==> src/rtl/pwr_guard_pkg.sv <==
package pwr_guard_pkg;

  typedef enum logic [2:0] {
    PH_GUARD   = 3'd0,
    PH_BACKUP  = 3'd1,
    PH_HOLDOFF = 3'd2,
    PH_RUN     = 3'd3,
    PH_DEFER   = 3'd4
  } pg_phase_e;

  function automatic int unsigned pg_max(input int unsigned a, input int unsigned b);
    return (a > b) ? a : b;
  endfunction

endpackage

==> src/rtl/pg_cycle_timer.sv <==
module pg_cycle_timer #(
  parameter int unsigned W = 8
) (
  input  logic         clk,
  input  logic         rst,
  input  logic         clr,
  input  logic [W-1:0] limit,
  output logic         done
);

  logic [W-1:0] cnt_q;
  logic [W-1:0] last;

  assign last = limit - W'(1);
  assign done = (cnt_q == last);

  always_ff @(posedge clk) begin
    if (rst || clr) begin
      cnt_q <= '0;
    end else begin
      cnt_q <= cnt_q + W'(1);
    end
  end

endmodule

==> src/rtl/pg_phase_fsm.sv <==
module pg_phase_fsm
  import pwr_guard_pkg::*;
#(
  parameter int unsigned REC_CYCLES  = 500000,
  parameter int unsigned LATE_CYCLES = 50000
) (
  input  logic      clk,
  input  logic      rst,
  input  logic      supply_ok_i,
  input  logic      supply_live_i,
  input  logic      fast_fall_i,
  output pg_phase_e phase_d
);

  localparam int unsigned MAXC = pg_max(REC_CYCLES, LATE_CYCLES);
  localparam int unsigned TW   = $clog2(MAXC + 1);
  localparam bit HAS_DEFER     = (LATE_CYCLES > 0);

  pg_phase_e      phase_q;
  logic [TW-1:0]  limit;
  logic           tmr_done;
  logic           tmr_clr;
  logic           counting;

  generate
    if (HAS_DEFER) begin : g_two_limits
      assign limit = (phase_q == PH_DEFER) ? TW'(LATE_CYCLES) : TW'(REC_CYCLES);
    end else begin : g_one_limit
      assign limit = TW'(REC_CYCLES);
    end
  endgenerate

  always_comb begin
    phase_d = phase_q;
    unique case (phase_q)
      PH_GUARD: begin
        if (!supply_live_i)   phase_d = PH_BACKUP;
        else if (supply_ok_i) phase_d = PH_HOLDOFF;
      end
      PH_BACKUP: begin
        if (supply_live_i) phase_d = PH_GUARD;
      end
      PH_HOLDOFF: begin
        if (!supply_live_i)    phase_d = PH_BACKUP;
        else if (!supply_ok_i) phase_d = PH_GUARD;
        else if (tmr_done)     phase_d = PH_RUN;
      end
      PH_RUN: begin
        if (!supply_live_i) phase_d = PH_BACKUP;
        else if (!supply_ok_i) begin
          if (fast_fall_i && HAS_DEFER) phase_d = PH_DEFER;
          else                          phase_d = PH_GUARD;
        end
      end
      PH_DEFER: begin
        if (!supply_live_i) phase_d = PH_BACKUP;
        else if (tmr_done)  phase_d = PH_GUARD;
      end
      default: phase_d = PH_GUARD;
    endcase
  end

  assign counting = (phase_q == PH_HOLDOFF) || (phase_q == PH_DEFER);
  assign tmr_clr  = !counting || (phase_d != phase_q);

  pg_cycle_timer #(.W(TW)) u_timer (
    .clk   (clk),
    .rst   (rst),
    .clr   (tmr_clr),
    .limit (limit),
    .done  (tmr_done)
  );

  always_ff @(posedge clk) begin
    if (rst) phase_q <= PH_GUARD;
    else     phase_q <= phase_d;
  end

endmodule

==> src/rtl/pg_access_gate.sv <==
module pg_access_gate
  import pwr_guard_pkg::*;
(
  input  logic       clk,
  input  logic       rst,
  input  pg_phase_e  phase_d,
  input  logic       ce_n_i,
  input  logic       oe_n_i,
  input  logic       we_n_i,
  output logic       mem_ce_n_o,
  output logic       mem_we_n_o,
  output logic       drive_o,
  output logic       bat_sel_o,
  output logic       ready_o,
  output logic [2:0] state_o
);

  logic open_d;
  logic armed_q;
  logic armed_d;
  logic wr_d;
  logic rd_d;

  always_comb begin
    open_d  = (phase_d == PH_RUN) || (phase_d == PH_DEFER);
    armed_d = open_d && (we_n_i || ce_n_i || armed_q);
    wr_d    = open_d && !ce_n_i && !we_n_i && armed_d;
    rd_d    = open_d && !ce_n_i && !oe_n_i && we_n_i;
  end

  always_ff @(posedge clk) begin
    if (rst) begin
      armed_q    <= 1'b0;
      mem_ce_n_o <= 1'b1;
      mem_we_n_o <= 1'b1;
      drive_o    <= 1'b0;
      bat_sel_o  <= 1'b0;
      ready_o    <= 1'b0;
      state_o    <= PH_GUARD;
    end else begin
      armed_q    <= armed_d;
      mem_ce_n_o <= !(open_d && !ce_n_i);
      mem_we_n_o <= !wr_d;
      drive_o    <= rd_d;
      bat_sel_o  <= (phase_d == PH_BACKUP);
      ready_o    <= (phase_d == PH_RUN);
      state_o    <= phase_d;
    end
  end

endmodule

==> src/rtl/pwr_guard_top.sv <==
module pwr_guard_top
  import pwr_guard_pkg::*;
#(
  parameter int unsigned REC_CYCLES  = 500000,
  parameter int unsigned LATE_CYCLES = 50000
) (
  input  logic       clk,
  input  logic       rst,
  input  logic       supply_ok_i,
  input  logic       supply_live_i,
  input  logic       fast_fall_i,
  input  logic       ce_n_i,
  input  logic       oe_n_i,
  input  logic       we_n_i,
  output logic       mem_ce_n_o,
  output logic       mem_we_n_o,
  output logic       drive_o,
  output logic       bat_sel_o,
  output logic       ready_o,
  output logic [2:0] state_o
);

  pg_phase_e phase_d;

  pg_phase_fsm #(
    .REC_CYCLES  (REC_CYCLES),
    .LATE_CYCLES (LATE_CYCLES)
  ) u_fsm (
    .clk           (clk),
    .rst           (rst),
    .supply_ok_i   (supply_ok_i),
    .supply_live_i (supply_live_i),
    .fast_fall_i   (fast_fall_i),
    .phase_d       (phase_d)
  );

  pg_access_gate u_gate (
    .clk        (clk),
    .rst        (rst),
    .phase_d    (phase_d),
    .ce_n_i     (ce_n_i),
    .oe_n_i     (oe_n_i),
    .we_n_i     (we_n_i),
    .mem_ce_n_o (mem_ce_n_o),
    .mem_we_n_o (mem_we_n_o),
    .drive_o    (drive_o),
    .bat_sel_o  (bat_sel_o),
    .ready_o    (ready_o),
    .state_o    (state_o)
  );

endmodule

==> config.mk <==
export PLATFORM = sky130hd
export DESIGN_NAME = pwr_guard_top
export DESIGN_NICKNAME = d
export VERILOG_FILES = /design/src/rtl/pwr_guard_pkg.sv /design/src/rtl/pg_cycle_timer.sv /design/src/rtl/pg_phase_fsm.sv /design/src/rtl/pg_access_gate.sv /design/src/rtl/pwr_guard_top.sv
export SDC_FILE = /design/constraint.sdc
export NUM_CORES = 1
export LEC_CHECK = 0
export ABC_AREA = 1
export BUFFER_PORTS_ARGS = -buffer_cell sky130_fd_sc_hd__buf_2
export CORE_MARGIN = 3
export CORE_UTILIZATION = 45
export CTS_CLUSTER_SIZE = 28
export DETAILED_ROUTE_END_ITERATION = 7
export GPL_TIMING_DRIVEN = 1
export MAX_ROUTING_LAYER = met4
export PLACE_DENSITY = 0.73
export SKIP_CTS_REPAIR_TIMING = 1
export SYNTH_ARGS = -nofsm -noshare
export SYNTH_HDL_FRONTEND = slang
export SYNTH_SLANG_ARGS = --single-unit
==> constraint.sdc <==
create_clock -name clk -period 3.1 [get_ports clk]
set_input_delay 0.62 -clock clk [delete_from_list [all_inputs] [get_ports clk]]
set_output_delay 0.62 -clock clk [all_outputs]
set_load 0.005 [all_outputs]
== Yosys cells after proc, flatten, opt, wreduce, memory -nomap -nowiden ==
Cells that the tools add are included.

* Register bits: 28
* Output and inout port bits: 8
* Word-level logic and storage cells: 51

* Equality and inequality tests: 9
* Reductions and logical operators: 19
* Add/subtract/negate cells: 2
* Muxes and demuxes: 13

{| class="wikitable"
|+ Operators with widths
! operator !! count
|-
| $mux 3 || 11
|-
| $add 19x1->19 const B || 1
|-
| $eq 19x19->1 || 1
|-
| $mux 19 || 1
|-
| $sub 19x1->19 const B || 1
|-
| $pmux 3 s5 || 1
|-
| $eq 3x2->1 const B || 3
|-
| $eq 3x1->1 const B || 2
|-
| $eq 3x3->1 const B || 2
|-
| $logic_and 1x1->1 || 6
|-
| $logic_not 1->1 || 6
|-
| $logic_or 1x1->1 || 6
|-
| $logic_not 3->1 || 1
|-
| $ne 3x3->1 || 1
|}

== Longest topological paths before layout ==
* Depth after elaboration: 14
* Mapped depth: 13
* Mapped depth without buffers: 13

== By module ==
Synthesis repeated with hierarchy kept, for this count alone.

* Cell total of the unflattened synthesis: 367
* Area total of the unflattened synthesis: 2323.5 sq um

{| class="wikitable"
|+ By module, submodules not included
! module !! area an instance (sq um) !! cells an instance !! times used
|-
| pg_cycle_timer || 1701.6 || 277 || 1
|-
| pg_access_gate || 315.3 || 37 || 1
|-
| pg_phase_fsm || 306.5 || 53 || 1
|}

== Worst setup path before layout ==
No wires, ideal clock.

* Path type: in2reg
* From: input port supply_live_i
* To: register u_fsm.u_timer.cnt_q[15]
* Setup slack: 1301 ps
* Cell stages on the path: 10
* Data arrival time: 1737 ps
* Path through: buf_2 inv_1 o21ai_0 o21ai_0 nand2_2 nand3_1 a21oi_2 nand2_2 buf_6 nor2_2

* Word-level cells in the longest chain between the ends: 5
* Elaborated cells between the ends (all ways): 9
* Classes of those cells: 1 x eq/ne; 6 x mux; 2 x reduce/logical

{| class="wikitable"
|+ RTL lines
! item !! RTL line !! RTL
|-
| start, declared || pwr_guard_top.sv:10 || <nowiki>input logic supply_live_i,</nowiki>
|-
| $mux 3 (on tied branches) || - ||
|-
| $pmux 3 s5 * || pg_phase_fsm.sv:35 || <nowiki>unique case (phase_q)</nowiki>
|-
| $ne 3x3->1 * || pg_phase_fsm.sv:64 || <nowiki>assign tmr_clr = !counting || (phase_d != phase_q);</nowiki>
|-
| $logic_or 1x1->1 * || pg_phase_fsm.sv:64 ||
|-
| $logic_or 1x1->1 * || pg_cycle_timer.sv:18 || <nowiki>if (rst || clr) begin</nowiki>
|-
| end signal, assigned || pg_cycle_timer.sv:21 || <nowiki>cnt_q <= cnt_q + W'(1);</nowiki>
|-
| end, declared || pg_cycle_timer.sv:11 || <nowiki>logic [W-1:0] cnt_q;</nowiki>
|}

Mark *: on every way between the ends. The rest lies on a longest branch, timed or not.
A chain may end at the register's enable or synchronous reset.

== Worst setup path in the final report ==
* From: register u_fsm.u_timer.cnt_q[0]
* To: register u_fsm.u_timer.cnt_q[16]

* Word-level cells in the longest chain between the ends: 8
* Elaborated cells between the ends (all ways): 11
* Classes of those cells: 1 x add/sub; 2 x eq/ne; 6 x mux; 2 x reduce/logical

{| class="wikitable"
|+ RTL lines
! item !! RTL line !! RTL
|-
| $eq 19x19->1 || pg_cycle_timer.sv:15 || <nowiki>assign done = (cnt_q == last);</nowiki>
|-
| $mux 3 || pg_phase_fsm.sv:46 || <nowiki>else if (tmr_done) phase_d = PH_RUN;</nowiki>
|-
| $mux 3 || pg_phase_fsm.sv:45 || <nowiki>else if (!supply_ok_i) phase_d = PH_GUARD;</nowiki>
|-
| $mux 3 || pg_phase_fsm.sv:44 || <nowiki>if (!supply_live_i) phase_d = PH_BACKUP;</nowiki>
|-
| $pmux 3 s5 || pg_phase_fsm.sv:35 ||
|-
| $ne 3x3->1 || pg_phase_fsm.sv:64 ||
|-
| $logic_or 1x1->1 || pg_phase_fsm.sv:64 ||
|-
| $logic_or 1x1->1 || pg_cycle_timer.sv:18 ||
|}

Parallel ways exist; a longest one is shown, timed or not.

==> flow_summary.ini <==
[logic_synthesis]
synthAdderAreaFrac_pct = 0.867
synth_top_family_by_area = simple AND/OR/NAND/NOR gates
avgSynthCellArea_sq_um = 7.44
synth_mux_area_share_pct = 0
syn_area_sq_mm = 0.00144
synthXorXnorAreaFrac_pct = 10.3
synth_seq_cells = 28
synthSimpleGateAreaFrac_pct = 36.0
yosys_warnings = 0
syn-num-nets = 203
async_flop_share_pct = 0
ys_seq_area_share_pct = 38.8
synth.distinct_cells = 27
synth_compound_gate_area_share_pct = 5.11
synthCells = 194
synth_ff_type = dfxtp_1
synth-edff-count = 0

[die]
start_util_pct = 49.8
coreArea_sq_mm = 0.00290
fp.dieH_um = 62.6
die_x_um = 62.6
die_area_sq_mm = 0.00392
fp-row-count = 19
io_pins = 16

[setup_path]
worstPathArrival_ns = 2.15
reg2reg_depth = 11
path_max_fanout = 3
required_ns = 3.34
start_kind = flop
worstSetupEndpointType = flop
crit_type = reg2reg

[timing]
rsz0062_at_grt = no
tightest_slew_ns = 0.478
clock_skew_ns = 0.00974
maxSlewViolCount = 0
fmax_ghz = 0.524
fin_crit_sh_pct = 61.5
slew_headroom_pct = 68.1
tns_ns = 0
fin_crit_ns = 1.91
finalHoldViolCount = 0
setup_violations = 0

[route]
vias = 1151
drt-initial-drc-count = 18
ant_nets = 0
drc = 0
wl_per_cell_um = 10.6
dr.pass1.iters = 4
via_per_inst = 4.55
routed_wl_um = 2670

[cts]
path_clk_slew_ns = 0.16
clock_latency_ns = 0.34
cts_tree = built
cts.sinks = 28
clockBufferDepth = 2
cts_max_level = 1
cts_made_buffers = 3
cts_root_buffer = clkbuf_4

[place]
gp_congestion = 0.884
io_buffers = 15
dp_hpwl_um = 2090

[run_status]
outcome = completed

[global_routing]
grt_start_max_net_pins = 20
grt_pass1_vias = 1105
track_usage_pct = 15.6
grt_pass1_wl_um = 4770
antenna_found_initial = 0
grt_overflow = 0

[pwr]
leakage_uw = 0.000604
fin_total_pwr_uw = 606
powerDensity_mw_per_mm2 = 381
vdd_drop_max_mv = 0.195

[layout]
drive_gt1_share_pct = 25.1
fin_nets = 221
syn2layout_area_growth_pct = 10.2
multiInputGateArea_sq_um = 754
ff_latch_area_sq_um = 561
diodes = 0
fillCellCount = 295

[job]
cap_violations = 0

[worst_hold_path]
min_delay_path_depth = 1
hold_class = reg2reg
worst paths after layout:
path | from | endpoint | slack, ns
min reg2reg | u_gate.armed_q | u_gate.mem_we_n_o | 0.44
min | u_gate.armed_q | u_gate.mem_we_n_o | 0.44
max reg2reg | u_fsm.u_timer.cnt_q[0] | u_fsm.u_timer.cnt_q[16] | 1.19
max | u_fsm.u_timer.cnt_q[0] | u_fsm.u_timer.cnt_q[16] | 1.19
per-stage QoR:
step / instances / worst slack (ns) / hold WS, ns / utilization (%) / instance area [sq um]
final: 253 / 1.19 / 0.435 / 54.9 / 1590
after CTS: 253 / 1.17 / 0.438 / 54.9 / 1590
after global routing: 253 / 0.964 / 0.447 / 54.9 / 1590
after floorplan: 194 / 1.30 / 0.380 / - / 1440
after global placement: 249 / 1.05 / 0.391 / 53.6 / 1560
after detailed placement: 249 / 1.05 / 0.402 / 53.6 / 1560
registers in the layout (all words and copies together) (netlist names):
signal               cells
u_fsm.phase_q            3
u_gate.drive_o           1
u_gate.mem_ce_n_o        1
u_gate.mem_we_n_o        1
u_gate.bat_sel_o         1
u_fsm.u_timer.cnt_q     19
u_gate.ready_o           1
u_gate.armed_q           1
power breakdown:
| group | switching, uW | internal [uW] | total (uW) | leakage (uW) |
|---|---|---|---|---|
| clock network | 112 | 72.1 | 184 | 0.0000210 |
| logic | 33.9 | 19.1 | 53.0 | 0.000357 |
| registers | 4.40 | 365 | 370 | 0.000226 |
Yosys cell counts, types with 3 or more instances:
| library cell | n | share of area, % |
|---|---|---|
| a21oi_1 | 3 | 1.0 |
| dfxtp_1 | 28 | 39 |
| inv_1 | 25 | 6.5 |
| inv_2 | 5 | 1.3 |
| nand2_1 | 32 | 8.3 |
| nand2_2 | 5 | 2.2 |
| nand3_1 | 12 | 4.2 |
| nand3_2 | 4 | 2.8 |
| nor2_1 | 26 | 6.8 |
| nor2_2 | 15 | 6.5 |
| o21ai_0 | 4 | 1.4 |
| xor2_1 | 15 | 9.1 |
critical path, stage by stage (launching register included):
cell and delay (ns):
dfxtp_1 0.39, ha_1 0.22, inv_1 0.06, nor2_2 0.15, nand3_2 0.11, nor2_2 0.16, nand3_2 0.11, nor2_2 0.13
nand3_1 0.13, nor2_1 0.14, xor2_1 0.18, nor2_2 0.05
cell families after synthesis:
logic type               count (synthesis)
AND/OR/NAND/NOR                        104
flip-flops                              28
buffers and inverters                   32
AO/OA/AOI/OAI                           12
adder cells (fa/ha/maj)                  1
XOR/XNOR                                17
area by class of cell:
type	instances	share of cell area, %
flip-flops and latches	28	35.2
multi-input cells	134	47.4
well taps	42	3.30
clock buffers	4	2.28
inverters	30	7.08
repair buffers	15	4.72
metal layers:
metal	track usage, %	share of wire, %	up-vias
li1	-	-	635
met1	18.8	51	504
met2	24.8	45	8
met3	2.70	2.1	4
met4	8.26	2.4	0
met5	-	0	-
placed cells by master, fill, tap and decap left out:
cell type  instances
a21oi_1            3
a21oi_2            2
a31oi_1            1
buf_2             15
clkbuf_4           3
clkbuf_8           1
dfxtp_1           28
ha_1               1
inv_1             25
inv_2              5
nand2_1           32
nand2_2            5
nand3_1           12
nand3_2            4
nand3b_1           1
nand4_1            2
nand4_2            1
nor2_1            26
nor2_2            15
nor2_4             1
nor3_1             2
nor3_2             1
nor4_1             2
o211ai_1           1
o21ai_0            4
o31ai_1            1
xnor2_1            2
xor2_1            15
No activity file was read; power rests on OpenSTA's default activity.
